<file path="src/rtl/spi_addr_select_pkg.sv">
package spi_addr_select_pkg;

    typedef enum logic [1:0] {
        ST_IDLE  = 2'd0,
        ST_SHIFT = 2'd1,
        ST_LOAD  = 2'd2
    } ssel_state_e;

endpackage

</file>
<file path="src/rtl/spi_addr_sync.sv">
module spi_addr_sync #(
    parameter int          W       = 3,
    parameter int          STAGES  = 2,
    parameter logic [W-1:0] RST_VAL = '0
) (
    input  logic         clk,
    input  logic         rst_n,
    input  logic [W-1:0] d,
    output logic [W-1:0] q
);

    logic [W-1:0] stg [STAGES];

    for (genvar g = 0; g < STAGES; g++) begin : g_stage
        if (g == 0) begin : g_first
            always_ff @(posedge clk or negedge rst_n) begin
                if (!rst_n) stg[g] <= RST_VAL;
                else        stg[g] <= d;
            end
        end else begin : g_next
            always_ff @(posedge clk or negedge rst_n) begin
                if (!rst_n) stg[g] <= RST_VAL;
                else        stg[g] <= stg[g-1];
            end
        end
    end

    assign q = stg[STAGES-1];

endmodule

</file>
<file path="src/rtl/spi_addr_shifter.sv">
module spi_addr_shifter
    import spi_addr_select_pkg::*;
#(
    parameter int WIDTH = 8
) (
    input  logic             clk,
    input  logic             rst_n,
    input  logic             s_sclk,
    input  logic             s_mosi,
    input  logic             s_asel,
    output ssel_state_e      state_o,
    output logic [WIDTH-1:0] shreg_o,
    output logic [WIDTH-1:0] latch_o
);

    ssel_state_e      state, state_nx;
    logic             sclk_q, asel_q;
    logic             sclk_rise, asel_rise, shift_en;
    logic [WIDTH-1:0] shreg, latch;

    assign sclk_rise = s_sclk & ~sclk_q;
    assign asel_rise = s_asel & ~asel_q;
    assign shift_en  = sclk_rise & ~s_asel;

    // state register
    always_ff @(posedge clk or negedge rst_n) begin
        if (!rst_n) state <= ST_IDLE;
        else        state <= state_nx;
    end

    // transitions
    always_comb begin
        state_nx = state;
        unique case (state)
            ST_IDLE:  if (!s_asel)   state_nx = ST_SHIFT;
            ST_SHIFT: if (asel_rise) state_nx = ST_LOAD;
            ST_LOAD:  state_nx = s_asel ? ST_IDLE : ST_SHIFT;
            default:  state_nx = ST_IDLE;
        endcase
    end

    // datapath driven by the state
    always_ff @(posedge clk or negedge rst_n) begin
        if (!rst_n) begin
            sclk_q <= 1'b0;
            asel_q <= 1'b1;
            shreg  <= '1;
            latch  <= '1;
        end else begin
            sclk_q <= s_sclk;
            asel_q <= s_asel;
            if (shift_en)
                shreg <= {shreg[WIDTH-2:0], s_mosi};
            if (state == ST_LOAD)
                latch <= shreg;
        end
    end

    assign state_o = state;
    assign shreg_o = shreg;
    assign latch_o = latch;

endmodule

</file>
<file path="src/rtl/spi_addr_gate.sv">
module spi_addr_gate #(
    parameter int WIDTH   = 8,
    parameter int SEL_BIT = 3
) (
    input  logic [WIDTH-1:0] latch,
    input  logic             dsel_n,
    output logic             ss_n,
    output logic             miso_oe
);

    logic pick;

    if (SEL_BIT < WIDTH) begin : g_valid
        assign pick = latch[SEL_BIT];
    end else begin : g_none
        assign pick = 1'b1;
    end

    // OR gate: a high strobe forces the select inactive with no clocked path
    assign ss_n    = dsel_n | pick;
    assign miso_oe = ~ss_n;

endmodule

</file>
<file path="src/rtl/spi_addr_select.sv">
module spi_addr_select
    import spi_addr_select_pkg::*;
#(
    parameter int WIDTH       = 8,
    parameter int SEL_BIT     = 3,
    parameter int SYNC_STAGES = 2
) (
    input  logic clk,
    input  logic rst_n,
    input  logic sclk,
    input  logic mosi,
    input  logic asel_n,
    input  logic dsel_n,
    output logic ss_n,
    output logic miso_oe
);

    localparam int SYNC_W = 3;

    logic [SYNC_W-1:0] raw_in, synced;
    logic              s_sclk, s_mosi, s_asel;
    ssel_state_e       state;
    logic [WIDTH-1:0]  shreg, latch_q;

    assign raw_in = {sclk, mosi, asel_n};

    spi_addr_sync #(
        .W       (SYNC_W),
        .STAGES  (SYNC_STAGES),
        .RST_VAL (3'b001)
    ) u_sync (
        .clk   (clk),
        .rst_n (rst_n),
        .d     (raw_in),
        .q     (synced)
    );

    assign s_sclk = synced[2];
    assign s_mosi = synced[1];
    assign s_asel = synced[0];

    spi_addr_shifter #(
        .WIDTH (WIDTH)
    ) u_shift (
        .clk     (clk),
        .rst_n   (rst_n),
        .s_sclk  (s_sclk),
        .s_mosi  (s_mosi),
        .s_asel  (s_asel),
        .state_o (state),
        .shreg_o (shreg),
        .latch_o (latch_q)
    );

    spi_addr_gate #(
        .WIDTH   (WIDTH),
        .SEL_BIT (SEL_BIT)
    ) u_gate (
        .latch   (latch_q),
        .dsel_n  (dsel_n),
        .ss_n    (ss_n),
        .miso_oe (miso_oe)
    );

endmodule

</file>
<file path="config.mk">
export PLATFORM = sky130hd
export DESIGN_NAME = spi_addr_select
export DESIGN_NICKNAME = d
export VERILOG_FILES = /design/src/rtl/spi_addr_select_pkg.sv /design/src/rtl/spi_addr_sync.sv /design/src/rtl/spi_addr_shifter.sv /design/src/rtl/spi_addr_gate.sv /design/src/rtl/spi_addr_select.sv
export SDC_FILE = /design/constraint.sdc
export NUM_CORES = 1
export LEC_CHECK = 0
export ABC_AREA = 0
export CAP_MARGIN = 5
export CORE_UTILIZATION = 25
export CTS_CLUSTER_SIZE = 10
export DETAILED_ROUTE_END_ITERATION = 10
export DONT_BUFFER_PORTS = 1
export PLACE_DENSITY = 0.4
export SLEW_MARGIN = 5
export SYNTH_ARGS = -nofsm -noshare
export SYNTH_HDL_FRONTEND = slang
export SYNTH_SLANG_ARGS = --single-unit
</file>
<file path="constraint.sdc">
create_clock -name clk -period 1.2 [get_ports clk]
set_clock_uncertainty 0.05 [all_clocks]
set_input_delay 0.36 -clock clk [delete_from_list [all_inputs] [get_ports clk]]
set_output_delay 0.36 -clock clk [all_outputs]
set_load 0.005 [all_outputs]
</file>
==> results_dict.tcl, run 1 <==
set metrics [dict create \
    drv_slew 0 \
    mostFrequentLayoutCells "dfstp_2, dfrtp_1, mux2_4" \
    via_per_inst 4.08 \
    globalRouteOverflowTotal 0 \
    synth_cell_types 10 \
    avgRoutedWirePerCell_um 10.6 \
    ios 8 \
    fmax_ghz 0.732 \
    synthTopCellsByArea "dfstp_2, dfrtp_1, mux2_2, nor3b_4, nor4bb_1" \
    holdPathStages 0 \
    fill_cells 190 \
    io_buffer_count 0 \
    vias 241 \
    ir_worst_vdd_uv 909 \
    ys_seq_area_frac 0.774 \
    yosysWarnings 0 \
    yosysTopAreaCell "dfstp_2" \
    max-slew-margin-rel 0.576 \
    place_congestion 0.605 \
    nets 41 \
    yosysTopAreaCellShare 0.422 \
    cts_sinks 15 \
    postRouteAntennaNets 0 \
    crit_fanout 2 \
    core_area_mm2 0.00180 \
    critical_path_required_ps 790 \
    drive_gt1_frac 0.618 \
    drcViolationCount 0 \
    critPathArrivalTime_ps 960 \
    antenna_found_initial 0 \
    clock_latency_ps 280 \
    cp-start-kind "flip-flop" \
    drt_wl_total_um 628 \
    ys_ff_latch 15 \
    grt_max_degree 16 \
    track_usage 0.0779 \
    layout-area-overhead-vs-synth_pct 21.6 \
    place_area_um2 529 \
    finalCritPeriodShare 1.14 \
    final_area_um2 606 \
    clock_tree.root_cell "clkbuf_4" \
    drtIter0Drc 2 \
    worst_pin_slew_ps 634 \
    cts_tree "built" \
    diodes 0 \
    start_util 0.276 \
    die_h_um 46.6 \
    dp_cells 52 \
    setup_viol 2 \
    period_needed_ps 1370 \
    endpoint_kind "output port" \
    holdWs_ps 51.9 \
    synth_area_per_cell_um2 18.4 \
    timing.final.ws_setup_ps -166 \
    syn_inst 27 \
    clk_pin_slew_ps 90 \
    rows 15 \
    power_uw 1100 \
    hold_viol_final 0 \
    synth_nets 33 \
    numCtsBuffers 3 \
    final_common_cell "dfstp_2" \
    die-area_mm2 0.00217 \
    maxCapViolCount 0 \
    critPathKind "reg2out" \
    rsz0062_at_grt "yes" \
    first_pass_iters 2 \
    grt_first_pass_wirelength_um 1040 \
    cts_buffer_depth 2 \
    power.density_mw_per_mm2 1820 \
    finalNonFillerCells 59 \
    die_w_um 46.6 \
    status "finished, violations left" \
    syn_area_um2 498 \
    grt_pass1_vias 232 \
    failed_checks "negative setup slack" \
    cts_htree_levels 1 \
    power.leakage_uw 0.000258 \
    min_path_type "in2reg" \
    r2r_cells 3 \
]
final cells by class:
cell class                      instances  area, µm²  area share
Clock inverter                          1       5.00     0.00826
Sequential cell                        15        385       0.636
Clock buffer                            3       22.5      0.0372
Tap cell                               25       31.3      0.0517
Timing Repair Buffer                    3       31.3      0.0517
Multi-Input combinational cell         11        126       0.209
Inverter                                1       3.75     0.00620
registers in the layout (all words and copies together) (netlist names):
name             flops
u_shift.shreg_o      4
u_sync.q             3
u_sync.stg           3
u_shift.state_o      2
u_shift.asel_q       1
u_shift.latch_o      1
u_shift.sclk_q       1
power breakdown:
group | switching (µW) | internal (µW) | total [µW]
Clock | 151 | 124 | 275
Sequential | 45.6 | 636 | 682
Combinational | 43.1 | 102 | 145
cells by family after synthesis:
group / Yosys count / synth area share
AOI/OAI and AO/OA: 1 / 0.0151
muxes: 5 / 0.113
DFF: 15 / 0.774
buffers and inverters: 1 / 0.00753
and+or+nand+nor: 5 / 0.0905
through the flow:
step / setup slack [ps] / TNS (ps) / utilization
floorplan: 80.3 / 0 / -
global placement: 54.0 / 0 / 0.294
detailed placement: 38.6 / 0 / 0.294
CTS: -184 / -337 / 0.316
global route: -231 / -421 / 0.336
finish: -166 / -299 / 0.336
final timing paths:
kind                                     from                 end  slack, ps
setup reg to reg                  u_sync.q[0]  u_shift.shreg_o[1]         40
min in group asynchronous               rst_n       u_sync.stg[4]        490
max in group asynchronous               rst_n  u_shift.state_o[1]        200
setup / recovery           u_shift.latch_o[3]             miso_oe       -170
hold reg to reg                 u_sync.stg[3]         u_sync.q[0]        310
hold / removal                           mosi       u_sync.stg[4]         50
synth_stat cells, drive strengths merged:
| library cell | number |
|---|---|
| nand2 | 1 |
| dfrtp | 7 |
| dfstp | 8 |
| or2 | 1 |
| a22oi | 1 |
| mux2 | 5 |
| nor3b | 1 |
| inv | 1 |
| nor2b | 1 |
| nor4bb | 1 |
worst max-delay path, stage by stage (launching register included):
cell,delay (ps)
dfstp_2,530
or2_4,120
inv_2,30
routing by layer:
metal,vias up,global-route usage,part of all wire
li1,105,-,-
met1,124,0.0833,0.44
met2,10,0.106,0.47
met3,2,0.0588,0.078
met4,0,0.0514,0.0064
met5,-,0,0
what timing repair did:
item                                   4_1_cts  5_1_grt
hold buffers                                 1        1
pin swaps                                    1        1
buffers inserted                             0        1
endpoints found under the hold margin       15        1
setup endpoints to repair                    2        6
cloned                                       0        0
gates resized for setup                      2        5
No activity file was read; power rests on OpenSTA's default activity.
==> inputs of run 2 (changes only) <==
--- a/config.mk
+++ b/config.mk
@@ -7,11 +7,13 @@
 export LEC_CHECK = 0
 export ABC_AREA = 0
 export CAP_MARGIN = 5
-export CORE_UTILIZATION = 25
+export CORE_AREA = 2 2 39 41
 export CTS_CLUSTER_SIZE = 10
 export DETAILED_ROUTE_END_ITERATION = 10
+export DIE_AREA = 0 0 41 43
 export DONT_BUFFER_PORTS = 1
-export PLACE_DENSITY = 0.4
+export PLACE_DENSITY = 0.54
+export REMOVE_ABC_BUFFERS = 1
 export SLEW_MARGIN = 5
 export SYNTH_ARGS = -nofsm -noshare
 export SYNTH_HDL_FRONTEND = slang
==> run 2 against run 1 <==
Net effect:
- the flow still finishes with violations (negative setup slack)
- hold slack lost 5.5 ps
- highest routed layer unchanged
- cell count decreased by 17%
- global-route usage increased by 1.8 points
- cell area shrank 3.9%
- largest cell class unchanged
- critical endpoint unchanged
- largest power group unchanged
- first-iteration DRC count decreased by 50%
- clock-buffer cell count grew 1
==> results_dict.tcl, run 2 (synthesized netlist as in run 1, its figures left out) <==
set metrics [dict create \
    diodes 0 \
    hpwl_um 408 \
    avgRoutedWirePerCell_um 12.0 \
    worst_pin_slew_ps 604 \
    final_area_um2 582 \
    die_w_um 41 \
    critPathKind "reg2out" \
    hold_viol_final 0 \
    power_uw 1100 \
    setup_viol 2 \
    drt_wl_total_um 590 \
    finalNonFillerCells 49 \
    place_area_um2 518 \
    fin_setup_tns_ps -311 \
    critical_path_required_ps 790 \
    postRouteAntennaNets 0 \
    crit_fanout 2 \
    period_needed_ps 1370 \
    numCtsBuffers 3 \
    drtIter0Drc 1 \
    grt_first_pass_wirelength_um 972 \
    clk_pin_slew_ps 80 \
    cts_sinks 15 \
    track_usage 0.0961 \
    max-slew-margin-rel 0.596 \
    failed_checks "negative setup slack" \
    nets 40 \
    critPathArrivalTime_ps 960 \
    cts_tree "built" \
    fmax_ghz 0.729 \
    io_buffer_count 0 \
    grt_max_degree 16 \
    finalCritPeriodShare 1.14 \
    timing.final.ws_setup_ps -172 \
    clock_tree.root_cell "clkbuf_4" \
    critPathBufInv 1 \
    start_util 0.360 \
    ir_worst_vdd_uv 617 \
    multi_input_area_um2 126 \
    layout-area-overhead-vs-synth_pct 16.8 \
    utilization 0.420 \
    cp-start-kind "flip-flop" \
    seq_area_um2 385 \
    core_area_mm2 0.00138 \
    endpoint_kind "output port" \
    clock_latency_ps 280 \
    power.leakage_uw 0.000249 \
    drive_gt1_frac 0.576 \
    status "finished, violations left" \
    globalRouteOverflowTotal 0 \
    fill_cells 133 \
    rsz0062_at_grt "yes" \
    mostFrequentLayoutCells "dfstp_2, dfrtp_1, mux2_4" \
    grt_pass1_vias 245 \
    maxCapViolCount 0 \
    max_stage_delay_ps 530 \
    cp_top_family "flip-flops" \
    die_h_um 43 \
    first_pass_iters 2 \
    path_cells "or2_4 > inv_2" \
    cts_htree_levels 1 \
    largest_reg_flops 4 \
    ios 8 \
    drcViolationCount 0 \
    via_per_inst 4.88 \
    min_path_type "in2reg" \
    vias 239 \
    place_congestion 0.615 \
    cp_slowest_cell "dfstp_2" \
    antenna_found_initial 0 \
    drv_slew 0 \
    rows 14 \
    reg2reg_slack_ps 0 \
    cts_setup_buffers 0 \
    cts_buffer_depth 2 \
    die-area_mm2 0.00176 \
    dp_cells 43 \
    power.density_mw_per_mm2 1900 \
    final_common_cell "dfstp_2" \
]
==> run 2: cell types whose count changed in the layout (fill, tap and decap cells not counted), sizes merged <==
cell	previous run	this run
buf	1	0
clkbuf	3	4
clkinv	1	0
==> run 2: worst paths after layout <==
check	depth (start not counted)	to	startpoint
max	2	miso_oe	u_shift.latch_o[3]
min	0	u_sync.stg[5]	sclk
max reg2reg	2	u_shift.shreg_o[3]	u_shift.sclk_q
min reg2reg	0	u_sync.q[1]	u_sync.stg[4]
max in group asynchronous	1	u_sync.q[1]	rst_n
min in group asynchronous	1	u_sync.stg[5]	rst_n
==> run 2: metal layers <==
metal  GRT usage  up-vias  share of wire
li1            -      103              -
met1      0.0848      122           0.41
met2       0.131       11           0.47
met3      0.0471        3          0.068
met4       0.120        0          0.051
met5           0        -              0
==> run 2: layout make-up <==
type,instances,area share
Multi-Input combinational cell,11,0.217
Sequential cell,15,0.662
Timing Repair Buffer,2,0.0344
Tap cell,16,0.0344
Clock buffer,4,0.0452
Inverter,1,0.00645
==> run 2: repair_timing <==
action                                  in CTS  in global routing
pin swaps                                    1                  1
hold buffers                                 1                  1
gates resized for setup                      2                  4
endpoints found under the setup margin       2                  6
hold endpoints to repair                    15                  1
==> run 2: through the flow <==
step	hold slack (ps)	worst slack, ps
after global routing	24.0	-219
after floorplan	14.4	80.3
final	46.4	-172
after CTS	11.0	-184
after global placement	14.8	55.5
after detailed placement	14.8	38.3
==> run 2: worst register-to-register path: cells and delay by family (launching register included) <==
| kind | cells | cell delay (ps) |
|---|---|---|
| flops | 1 | 400 |
| simple gates | 1 | 340 |
| mux | 1 | 330 |
==> run 2: where the power goes <==
part           internal [µW]  switching (µW)  total (µW)
clock                    129             150         279
sequential               636            45.0         681
combinational           99.4            44.3         144
